**src/rtl/flash_refresh_pkg.sv**
```systemverilog
package flash_refresh_pkg;
  typedef enum logic [1:0] {
    OP_READ   = 2'd0,
    OP_REMAP  = 2'd1,
    OP_REPROG = 2'd2
  } refOp_t;

  typedef struct packed {
    logic advPage;
    logic latchEcc;
  } refStrobe_t;
endpackage

```
**src/rtl/refresh_dp.sv**
```systemverilog
module refresh_dp
  import flash_refresh_pkg::*;
#(
  parameter int PAGES  = 1024,
  parameter int PAGE_W = 10,
  parameter int TICK_W = 16,
  parameter int PE_W   = 16,
  parameter int ERR_W  = 8,
  parameter int PE_T1  = 1000,
  parameter int PE_T2  = 2000,
  parameter int PE_T3  = 3000,
  parameter int PE_T4  = 4000,
  parameter int T_YEAR = 8760,
  parameter int T_3MO  = 2190,
  parameter int T_3WK  = 504,
  parameter int T_3DAY = 72,
  parameter int T_DAY  = 24
) (
  input  logic              clk,
  input  logic              rstN,
  input  logic              tick,
  input  logic [PE_W-1:0]   peCount,
  input  logic [1:0]        mode,
  input  logic [ERR_W-1:0]  errThresh,
  input  logic [ERR_W-1:0]  eccErrs,
  input  refStrobe_t        strobe,
  output logic              expire,
  output logic              lastPage,
  output logic [PAGE_W-1:0] pageIdx,
  output refOp_t            wrOp
);
  localparam logic [PAGE_W-1:0] LAST_IDX = PAGE_W'(PAGES - 1);

  logic [TICK_W-1:0] tickCnt;
  logic [TICK_W-1:0] periodTicks;
  refOp_t            pickOp;

  // wear-based period step
  always_comb begin
    if (peCount < PE_W'(PE_T1))      periodTicks = TICK_W'(T_YEAR);
    else if (peCount < PE_W'(PE_T2)) periodTicks = TICK_W'(T_3MO);
    else if (peCount < PE_W'(PE_T3)) periodTicks = TICK_W'(T_3WK);
    else if (peCount < PE_W'(PE_T4)) periodTicks = TICK_W'(T_3DAY);
    else                             periodTicks = TICK_W'(T_DAY);
  end

  assign expire = tick && (tickCnt >= periodTicks - TICK_W'(1));

  always_ff @(posedge clk) begin
    if (!rstN)       tickCnt <= '0;
    else if (expire) tickCnt <= '0;
    else if (tick)   tickCnt <= tickCnt + TICK_W'(1);
  end

  assign lastPage = (pageIdx == LAST_IDX);

  always_ff @(posedge clk) begin
    if (!rstN)               pageIdx <= '0;
    else if (strobe.advPage) pageIdx <= lastPage ? '0 : pageIdx + PAGE_W'(1);
  end

  // rewrite action policy
  always_comb begin
    case (mode)
      2'd0:    pickOp = OP_REMAP;
      2'd1:    pickOp = OP_REPROG;
      default: pickOp = (eccErrs < errThresh) ? OP_REPROG : OP_REMAP;
    endcase
  end

  always_ff @(posedge clk) begin
    if (!rstN)                wrOp <= OP_REMAP;
    else if (strobe.latchEcc) wrOp <= pickOp;
  end
endmodule

```
**src/rtl/refresh_ctrl.sv**
```systemverilog
module refresh_ctrl
  import flash_refresh_pkg::*;
(
  input  logic       clk,
  input  logic       rstN,
  input  logic       expire,
  input  logic       lastPage,
  input  refOp_t     wrOp,
  input  logic       cmdReady,
  input  logic       eccValid,
  input  logic       eccFail,
  input  logic       cmdDone,
  output logic       cmdValid,
  output logic [1:0] cmdOp,
  output logic       failFlag,
  output refStrobe_t strobe
);
  typedef enum logic [2:0] {
    S_IDLE, S_RD_REQ, S_WAIT_ECC, S_WR_REQ, S_WAIT_DONE, S_NEXT
  } state_t;

  state_t state;
  state_t nextState;
  logic   pendStart;

  always_comb begin
    nextState      = state;
    strobe.advPage  = 1'b0;
    strobe.latchEcc = 1'b0;
    case (state)
      S_IDLE:      if (expire || pendStart) nextState = S_RD_REQ;
      S_RD_REQ:    if (cmdReady) nextState = S_WAIT_ECC;
      S_WAIT_ECC:
        if (eccValid) begin
          strobe.latchEcc = 1'b1;
          nextState       = eccFail ? S_NEXT : S_WR_REQ;
        end
      S_WR_REQ:    if (cmdReady) nextState = S_WAIT_DONE;
      S_WAIT_DONE: if (cmdDone) nextState = S_NEXT;
      S_NEXT: begin
        strobe.advPage = 1'b1;
        nextState      = lastPage ? S_IDLE : S_RD_REQ;
      end
      default:     nextState = S_IDLE;
    endcase
  end

  always_ff @(posedge clk) begin
    if (!rstN) begin
      state     <= S_IDLE;
      pendStart <= 1'b0;
      failFlag  <= 1'b0;
    end else begin
      state <= nextState;
      if (state == S_IDLE) pendStart <= 1'b0;
      else if (expire)     pendStart <= 1'b1;
      if (state == S_WAIT_ECC && eccValid && eccFail) failFlag <= 1'b1;
    end
  end

  assign cmdValid = (state == S_RD_REQ) || (state == S_WR_REQ);
  assign cmdOp    = (state == S_WR_REQ) ? wrOp : OP_READ;
endmodule

```
**src/rtl/flash_refresh_sched.sv**
```systemverilog
module flash_refresh_sched
  import flash_refresh_pkg::*;
#(
  parameter int PAGES  = 1024,
  parameter int TICK_W = 16,
  parameter int PE_W   = 16,
  parameter int ERR_W  = 8,
  parameter int PE_T1  = 1000,
  parameter int PE_T2  = 2000,
  parameter int PE_T3  = 3000,
  parameter int PE_T4  = 4000,
  parameter int T_YEAR = 8760,
  parameter int T_3MO  = 2190,
  parameter int T_3WK  = 504,
  parameter int T_3DAY = 72,
  parameter int T_DAY  = 24,
  localparam int PAGE_W = (PAGES > 1) ? $clog2(PAGES) : 1
) (
  input  logic              clk,
  input  logic              rstN,
  input  logic              tick,
  input  logic [PE_W-1:0]   peCount,
  input  logic [1:0]        mode,
  input  logic [ERR_W-1:0]  errThresh,
  output logic              cmdValid,
  input  logic              cmdReady,
  output logic [1:0]        cmdOp,
  output logic [PAGE_W-1:0] cmdPage,
  input  logic              eccValid,
  input  logic [ERR_W-1:0]  eccErrs,
  input  logic              eccFail,
  input  logic              cmdDone,
  output logic              failFlag
);
  refStrobe_t strobe;
  logic       expire;
  logic       lastPage;
  refOp_t     wrOp;

  refresh_dp #(
    .PAGES(PAGES), .PAGE_W(PAGE_W), .TICK_W(TICK_W), .PE_W(PE_W), .ERR_W(ERR_W),
    .PE_T1(PE_T1), .PE_T2(PE_T2), .PE_T3(PE_T3), .PE_T4(PE_T4),
    .T_YEAR(T_YEAR), .T_3MO(T_3MO), .T_3WK(T_3WK), .T_3DAY(T_3DAY), .T_DAY(T_DAY)
  ) u_dp (
    .clk(clk), .rstN(rstN), .tick(tick), .peCount(peCount), .mode(mode),
    .errThresh(errThresh), .eccErrs(eccErrs), .strobe(strobe),
    .expire(expire), .lastPage(lastPage), .pageIdx(cmdPage), .wrOp(wrOp)
  );

  refresh_ctrl u_ctrl (
    .clk(clk), .rstN(rstN), .expire(expire), .lastPage(lastPage), .wrOp(wrOp),
    .cmdReady(cmdReady), .eccValid(eccValid), .eccFail(eccFail), .cmdDone(cmdDone),
    .cmdValid(cmdValid), .cmdOp(cmdOp), .failFlag(failFlag), .strobe(strobe)
  );
endmodule

```
**config.mk**
```make
export PLATFORM = sky130hd
export DESIGN_NAME = flash_refresh_sched
export DESIGN_NICKNAME = d
export VERILOG_FILES = /design/src/rtl/flash_refresh_pkg.sv /design/src/rtl/refresh_dp.sv /design/src/rtl/refresh_ctrl.sv /design/src/rtl/flash_refresh_sched.sv
export SDC_FILE = /design/constraint.sdc
export NUM_CORES = 1
export LEC_CHECK = 0
export BUFFER_PORTS_ARGS = -buffer_cell sky130_fd_sc_hd__buf_2
export CAP_MARGIN = 10
export CORE_ASPECT_RATIO = 1.5
export CORE_UTILIZATION = 43
export DETAILED_ROUTE_END_ITERATION = 8
export PLACE_DENSITY = 0.72
export SETUP_SLACK_MARGIN = 0.02
export SLEW_MARGIN = 0
export SYNTH_ARGS = -nofsm -noshare
export SYNTH_HDL_FRONTEND = slang
export SYNTH_SLANG_ARGS = --single-unit
```
**constraint.sdc**
```tcl
create_clock -name clk -period 3.6 [get_ports clk]
set_clock_uncertainty 0.05 [all_clocks]
set_input_delay 0.18 -clock clk [delete_from_list [all_inputs] [get_ports clk]]
set_output_delay 0.18 -clock clk [all_outputs]
set_load 0.05 [all_outputs]
```
# [After elaboration in Yosys (flattened, before gate mapping)]
# Cells that the tools add are included.
[classes] n_reduce_logical=10 add_sub_neg=3 n_eq_ne=12 n_bitwise=1 n_lt_le_gt_ge=6 muxes=19
[ops] op="$mux W16" n=3
[ops] op="$lt A16 B12 Y1 const B" n=2
[ops] op="$mux W3" n=6
[ops] op="$pmux W3 S6" n=1
[ops] op="$add A16 B1 Y16 const B" n=1
[ops] op="$ge A16 B16 Y1" n=1
[ops] op="$lt A16 B10 Y1 const B" n=1
[ops] op="$lt A16 B11 Y1 const B" n=1
[ops] op="$sub A16 B1 Y16 const B" n=1
[ops] op="$add A10 B1 Y10 const B" n=1
[ops] op="$eq A10 B10 Y1 const B" n=1
[ops] op="$mux W10" n=1
[ops] op="$lt A8 B8 Y1" n=1
[ops] op="$ne A2 B2 Y1 const B" n=4
[ops] op="$mux W7" n=1
[ops] op="$eq A3 B2 Y1 const B" n=2
[ops] op="$eq A3 B3 Y1 const B" n=2
[ops] op="$reduce_and A5 Y1" n=1
[ops] op="$mux W1" n=4
[ops] op="$mux W2" n=2
[ops] op="$pmux W2 S2" n=1
[ops] op="$reduce_or A2 Y1" n=2
[ops] op="$eq A3 B1 Y1 const B" n=1
[ops] op="$logic_and A1 B1 Y1" n=3
[ops] op="other kinds (6)" n=7
[totals] input_bits=41 out_inout_bits=14 register_bits=33

# [Longest topological paths before layout]
# Gate-level depths: netlist (run 1).
[logic_depth] word_depth=11 ltp_mapped=11 mapped_depth_nobuf=9

# [Hierarchy]
# Synthesis (run 1) repeated with hierarchy kept, for this count alone.
[hier_totals] hier_cells=262 area_unflattened_um2=2152.1
[by_module_without_submodules] module="refresh_dp" seq_area_each_um2=560.5 n_inst=1 area_per_inst_um2=1879.3 cells_per_inst=228
[by_module_without_submodules] module="refresh_ctrl" seq_area_each_um2=100.1 n_inst=1 area_per_inst_um2=272.8 cells_per_inst=34

# [Worst setup path before layout (run 1)]
# Ideal clock, no wire load.
[synth_timing] path_type="input port to flip-flop" startpoint="in peCount[15]" endpoint="reg u_dp.tickCnt[0]" arrival_ps=2481 path_stages=9 path_buffers=1 required_ps=3477 path_slack_ps=996 path_cell_list="nor4_1 nand2b_1 or3_1 ha_1 a211o_2 a2111oi_4 o21ai_2 buf_6 nor3_2"
[synth_between] elab_chain_len=9
[synth_rtl] item="start: declaration" line_no="flash_refresh_sched.sv:22" source="input logic [PE_W-1:0] peCount,"
[synth_rtl] item="$lt A16 B12 Y1" line_no="refresh_dp.sv:43" source="else if (peCount < PE_W'(PE_T4)) periodTicks = TICK_W'(T_3DAY);"
[synth_rtl] item="$mux W7" line_no="refresh_dp.sv:43"
[synth_rtl] item="$mux W16" line_no="refresh_dp.sv:42" source="else if (peCount < PE_W'(PE_T3)) periodTicks = TICK_W'(T_3WK);"
[synth_rtl] item="$mux W16" line_no="refresh_dp.sv:41" source="else if (peCount < PE_W'(PE_T2)) periodTicks = TICK_W'(T_3MO);"
[synth_rtl] item="$mux W16 (*)" line_no="refresh_dp.sv:40" source="if (peCount < PE_W'(PE_T1)) periodTicks = TICK_W'(T_YEAR);"
[synth_rtl] item="$sub A16 B1 Y16 (*)" line_no="refresh_dp.sv:47" source="assign expire = tick && (tickCnt >= periodTicks - TICK_W'(1));"
[synth_rtl] item="$ge A16 B16 Y1 (*)" line_no="refresh_dp.sv:47"
[synth_rtl] item="$logic_and A1 B1 Y1 (*)" line_no="refresh_dp.sv:47"
[synth_rtl] item="$reduce_or A2 Y1 (no line) (*)"
[synth_rtl] item="end signal: assignment" line_no="refresh_dp.sv:52" source="else if (tick) tickCnt <= tickCnt + TICK_W'(1);"
[synth_rtl] item="end: declaration" line_no="refresh_dp.sv:34" source="logic [TICK_W-1:0] tickCnt;"
# Every way passes the cells marked *; elsewhere a longest branch is shown, timed or not.
# A chain may end at the register's enable or synchronous reset.

# [Final worst setup path (run 1)]
[layout_timing] startpoint="in peCount[15]" endpoint="reg u_dp.tickCnt[2]"
# Same word-level chain as after synthesis.

==> results of run 1 <==
[flip-flops by register name, summed over array words and instances, names as in the netlist]
register	cells
u_ctrl.state	3
u_ctrl.pendStart	1
u_dp.pageIdx	10
u_ctrl.failFlag	1
u_dp.wrOp	2
u_dp.tickCnt	16
[path summary, 6_finish.rpt]
| path | startpoint | to | slack [ns] | depth (start not counted) |
|---|---|---|---|---|
| worst max-delay path | peCount[15] | u_dp.tickCnt[2]$_SDFFE_PP0P_ | 0.89 | 9 |
| worst min register to register | u_dp.pageIdx[1]$_SDFFE_PN0N_ | u_dp.pageIdx[1]$_SDFFE_PN0N_ | 0.45 | 2 |
| worst min-delay path | eccFail | u_ctrl.failFlag$_SDFFE_PN0P_ | 0.12 | 3 |
| worst max register to register | u_dp.tickCnt[9]$_SDFFE_PP0P_ | u_dp.tickCnt[2]$_SDFFE_PP0P_ | 1.43 | 5 |
[routing by layer]
layer | vias up | share of wire, %
li1 | 1033 | -
met1 | 921 | 43
met2 | 49 | 53
met3 | 6 | 3.0
met4 | 0 | 1.6
met5 | - | 0
[cells by family (layout without fill, tap and decap cells)]
group	count (synthesis)	in the layout	share of synthesized area [%]
XOR/XNOR	19	19	7.58
flip-flops	33	33	30.1
buffers and inverters	23	72	4.73
AO/OA/AOI/OAI	52	52	16.8
multiplexers	1	1	0.456
AND/OR/NAND/NOR	107	107	29.6
adder cells (fa/ha/maj)	19	19	10.8
[where the power goes]
part	total (W)	internal [W]	switching [W]
clock	0.000412	0.000275	0.000137
combinational	0.0000674	0.0000331	0.0000343
sequential	0.000371	0.000367	0.00000319
total	0.000850	0.000676	0.000174
[layout make-up]
type / count / share of cell area (%)
multi-input combinational: 198 / 54.7
sequential: 33 / 25.3
timing repair buffer: 52 / 10.0
tap: 66 / 3.16
clock buffer: 5 / 2.63
clock inverter: 3 / 2.49
inverter: 12 / 1.72
[critical path, cell delays in order]
cell	delay [ns]
buf_2	0.09
nor4_1	0.39
nand2b_1	0.13
or3_1	0.42
ha_1	0.31
a211o_2	0.33
a2111oi_4	0.41
o21ai_2	0.33
nor3_1	0.26
[metrics by stage]
step	util (%)	setup slack [ns]	area, sq um	cells
after detailed placement	50.8	0.537	2480	361
after global placement	50.8	0.606	2480	361
after global routing	53.5	0.594	2620	369
after floorplan	-	0.996	2200	254
final	53.5	0.888	2620	369
after CTS	53.5	0.862	2620	369
[Yosys cell counts, types with 4 or more instances]
cell      instances  share of area (%)
and2_1            4                1.1
nor3_2           10                4.6
ha_1             19                 11
o21ai_0          15                3.4
nand2_1          16                2.7
and3_1            6                1.7
clkbuf_1          4               0.68
nor2b_1           5                1.4
a211oi_1          6                2.1
xnor2_1          10                4.0
nand4_1          10                2.8
dfxtp_1          33                 30
nor2_1           11                1.9
buf_2             5                1.1
a21oi_1           7                1.6
nor3_1            6                1.4
nand3_1          12                2.7
inv_1            12                2.1
xor2_1            9                3.6
and4_1            4                1.6
or3_1             7                2.0
==> impl_metrics.ini, run 1 <==
[power_and_ir_drop]
p_total_w = 0.000850
ir_worst_vdd_mv = 0.140
power_leakage_nw = 1.13
powerDensity_nw_per_um2 = 325

[worst_setup_path]
cp_max_fo = 16
cp.arrival_ns = 2.86
critPathKind = primary input to flip-flop
start_kind = primary input
cp-end-kind = flip-flop
critPathRequiredTime_ns = 3.75

[finish]
fill_cells = 489
seq_area_sq_um = 661
area_growth_syn_to_layout_pct = 19.1
layout_common_cells = buf_2, dfxtp_1, ha_1, nand2_1, o21ai_0
final_common_cell = buf_2
drive_gt1_share_pct = 26.1
n_antenna_cell = 0
fin_nets = 362
multi_input_area_sq_um = 1430

[timing]
rsz0062_at_grt = false
final.period_utilization_pct = 75.3
maxSlewViolCount = 0
min_period_ns = 2.71
setup_viol = 0
relSlewSlack_pct = 37.5
fmax_mhz = 369
final_hold_viol_count = 0
setup-tns-final_ns = 0
finalHoldWorstSlack_ns = 0.117
worstMarginPinSlew_ns = 0.938

[placed_design]
globalplace.congestion = 0.831
port_buffers = 51
dp_hpwl_um = 3430

[global_route]
use_met3_pct = 3.18
grt_max_degree = 17
gr-max-usage-layer = met2
use_met2_pct = 34.2
grt_pass1_wl_um = 7450
overflow = 0
grt_use_total_pct = 18.1
grt_use_met1_pct = 17.6
grt_antenna_before_repair = 0
first_global_vias = 1895

[job]
drv_cap = 0

[detailed_routing]
via_count = 2009
drt_iter0_drc = 60
detail_route.vias_per_cell = 5.44
drtPass1Iterations = 5
wl_um = 4440
wl_per_cell_um = 12.0
ant_nets = 0
drc = 0

[cts]
hold_buffers = 0
clkTransAtPathRegs_ns = 0.06
cts_buffers = 5
ctsResizeCount = 0
postCtsSetupBuffers = 0
cts_buffer_depth = 2
clk_latency_ns = 0.28
cts-root-buf = clkbuf_8
cts.sinks = 33
htree_levels = 2
cts_tree = built

[synthesis]
synth_ff_type = dfxtp_1
synth_cell_types = 55
synth-seq-area-share_pct = 30.1
synth_seq_cells = 33
ys.warnings.count = 0
syn_area_sq_um = 2200
synth_area_per_cell_sq_um = 8.65
syn_nets = 314
synth_edf_count = 0
synthCells = 254
synthArstFlopShare_pct = 0

[floorplan]
row_count = 31
die_h_um = 89.5
pin_count = 55
initial_core_util_pct = 44.9
core_area_sq_um = 4890
die-area_sq_um = 5400
fp.dieW_um = 60.3

[status]
outcome = completed

[worst_hold_path]
hold_class = primary input to flip-flop
(Power assumes the default switching activity.)
==> inputs of run 2 (changes only) <==
==> constraint.sdc (replaced) <==
create_clock -name clk -period 2.6 [get_ports clk]
set_clock_uncertainty 0.05 [all_clocks]
set_input_delay 0.13 -clock clk [delete_from_list [all_inputs] [get_ports clk]]
set_output_delay 0.13 -clock clk [all_outputs]
set_load 0.05 [all_outputs]
==> run 2 against run 1 <==
Compared with the run above:
- global-route usage shrank 0.51 points
- via count grew 0.95%
- setup slack worse by 0.71 ns
- critical path depth rose by 2
- routed wire length increased by 0.43%
- utilization increased by 0.61 points
- critical path type unchanged
==> impl_metrics.ini, run 2 (same netlist as run 1, synthesis figures left out) <==
[global_route]
use_met3_pct = 2.75
gr-max-usage-layer = met2
grt_use_met1_pct = 18.2
first_global_vias = 1828
grt_use_total_pct = 17.6
overflow = 0
grt_pass1_wl_um = 7370
grt_antenna_before_repair = 0
grt_max_degree = 17
use_met2_pct = 33.1

[cts]
hold_buffers = 0
cts-root-buf = clkbuf_8
cts.sinks = 33
cts_buffer_depth = 2
clkTransAtPathRegs_ns = 0.07
htree_levels = 2
cts_tree = built
ctsResizeCount = 0
postCtsSetupBuffers = 0
clk_latency_ns = 0.28
cts_buffers = 5

[finish]
largest_reg_flops = 16
fill_cells = 483
fin_nets = 369
area_growth_syn_to_layout_pct = 20.5
top_register = u_dp.tickCnt
layout_common_cells = buf_2, dfxtp_1, ha_1, nand2_1, o21ai_0
largestRegisters = u_dp.tickCnt x16, u_dp.pageIdx x10, u_ctrl.state x3
n_antenna_cell = 0
drive_gt1_share_pct = 27.7
final_common_cell = buf_2

[worst_hold_path]
worstHoldEndpoint = u_ctrl.failFlag$_SDFFE_PN0P_
min_from = eccFail
hold_depth = 3
hold_class = primary input to flip-flop

[detailed_routing]
via_count = 2028
drt_iter0_drc = 99
detail_route.vias_per_cell = 5.39
drc = 0
drtPass1Iterations = 4
ant_nets = 0
wl_per_cell_um = 11.9
wl_um = 4460

[worst_setup_path]
critPathKind = primary input to flip-flop
crit_path_frequent_cell = buf_4
cp_max_fo = 5
worstReg2RegStart = u_dp.tickCnt[9]$_SDFFE_PP0P_
rrSetupSlack_ns = 0.57
critPathRequiredTime_ns = 2.75
cp.arrival_ns = 2.57
start_kind = primary input
worstReg2RegEnd = u_dp.tickCnt[2]$_SDFFE_PP0P_
r2r_cells = 6
path_buf_inv = 3
cp-end-kind = flip-flop
worstPathCellList = buf_2, nor4_1, buf_4, nand2b_1, or3_1, ha_1, a211o_2, a2111oi_4, o21ai_2, buf_4, nor3_1
critPathMaxStageDelay_ns = 0.38
path_delay_family = simple AND/OR/NAND/NOR gates
cp_slowest_cell = or3_1

[floorplan]
row_count = 31
pin_count = 55
die-area_sq_um = 5400
core_area_sq_um = 4890
fp.dieW_um = 60.3
initial_core_util_pct = 44.9
die_h_um = 89.5

[power_and_ir_drop]
powerDensity_nw_per_um2 = 372
p_total_w = 0.000985
ir_worst_vdd_mv = 0.190
power_leakage_nw = 1.15

[timing]
worstMarginPinSlew_ns = 0.653
min_period_ns = 2.42
relSlewSlack_pct = 56.1
setup-tns-final_ns = 0
setup_viol = 0
fmax_mhz = 413
finalHoldWorstSlack_ns = 0.0701
final_hold_viol_count = 0
maxSlewViolCount = 0
rsz0062_at_grt = false
final.period_utilization_pct = 93.1

[placed_design]
port_buffers = 51
globalplace.congestion = 0.795
dp_hpwl_um = 3500

[status]
outcome = completed

[job]
drv_cap = 0
run 2: report_power, final:
part | internal [W] | leakage, nW | switching [W]
Combinational | 0.0000515 | 0.838 | 0.0000492
Sequential | 0.000509 | 0.266 | 0.00000511
Clock | 0.000184 | 0.0439 | 0.000186
Total | 0.000745 | 1.15 | 0.000240
run 2: cell type report:
class,instances,area [sq um],area share [%]
Timing Repair Buffer,59,340,12.9
Inverter,12,45.0,1.70
Sequential cell,33,661,25.0
Clock buffer,5,68.8,2.60
Clock inverter,3,17.5,0.662
Multi-Input combinational cell,198,1430,54.1
Tap cell,66,82.6,3.12
run 2: metrics by stage:
step	utilization (%)	cell area (sq um)	worst slack, ns	instances
final	54.1	2650	0.178	376
after global routing	54.1	2650	0.0408	376
after CTS	54.1	2650	0.128	376
after detailed placement	52.4	2560	-0.176	368
after global placement	52.4	2560	-0.103	368
after floorplan	-	2200	0.0465	254
run 2: worst max-delay path by stage:
stage | startpoint | depth (start not counted) | slack, ns | to
finish | peCount[15] | 11 | 0.18 | u_dp.tickCnt[2]$_SDFFE_PP0P_
detailed placement | peCount[15] | 11 | -0.18 | u_dp.tickCnt[2]$_SDFFE_PP0P_
CTS | peCount[15] | 11 | 0.13 | u_dp.tickCnt[2]$_SDFFE_PP0P_
global placement | peCount[15] | 11 | -0.10 | u_dp.tickCnt[12]$_SDFFE_PP0P_
global route | peCount[15] | 11 | 0.04 | u_dp.tickCnt[2]$_SDFFE_PP0P_
floorplan | peCount[15] | 9 | 0.05 | u_dp.tickCnt[0]$_SDFFE_PP0P_
run 2: per-layer routing:
metal	routed length [um]	share of wire, %	up-vias
met5	0	0	-
met4	126	2.8	0
met3	121	2.7	13
met2	2280	51	46
met1	1930	43	921
li1	-	-	1048
run 2: worst min-delay path: stages:
cell	delay [ns]
buf_2	0.09
a21oi_1	0.05
nor2b_1	0.09
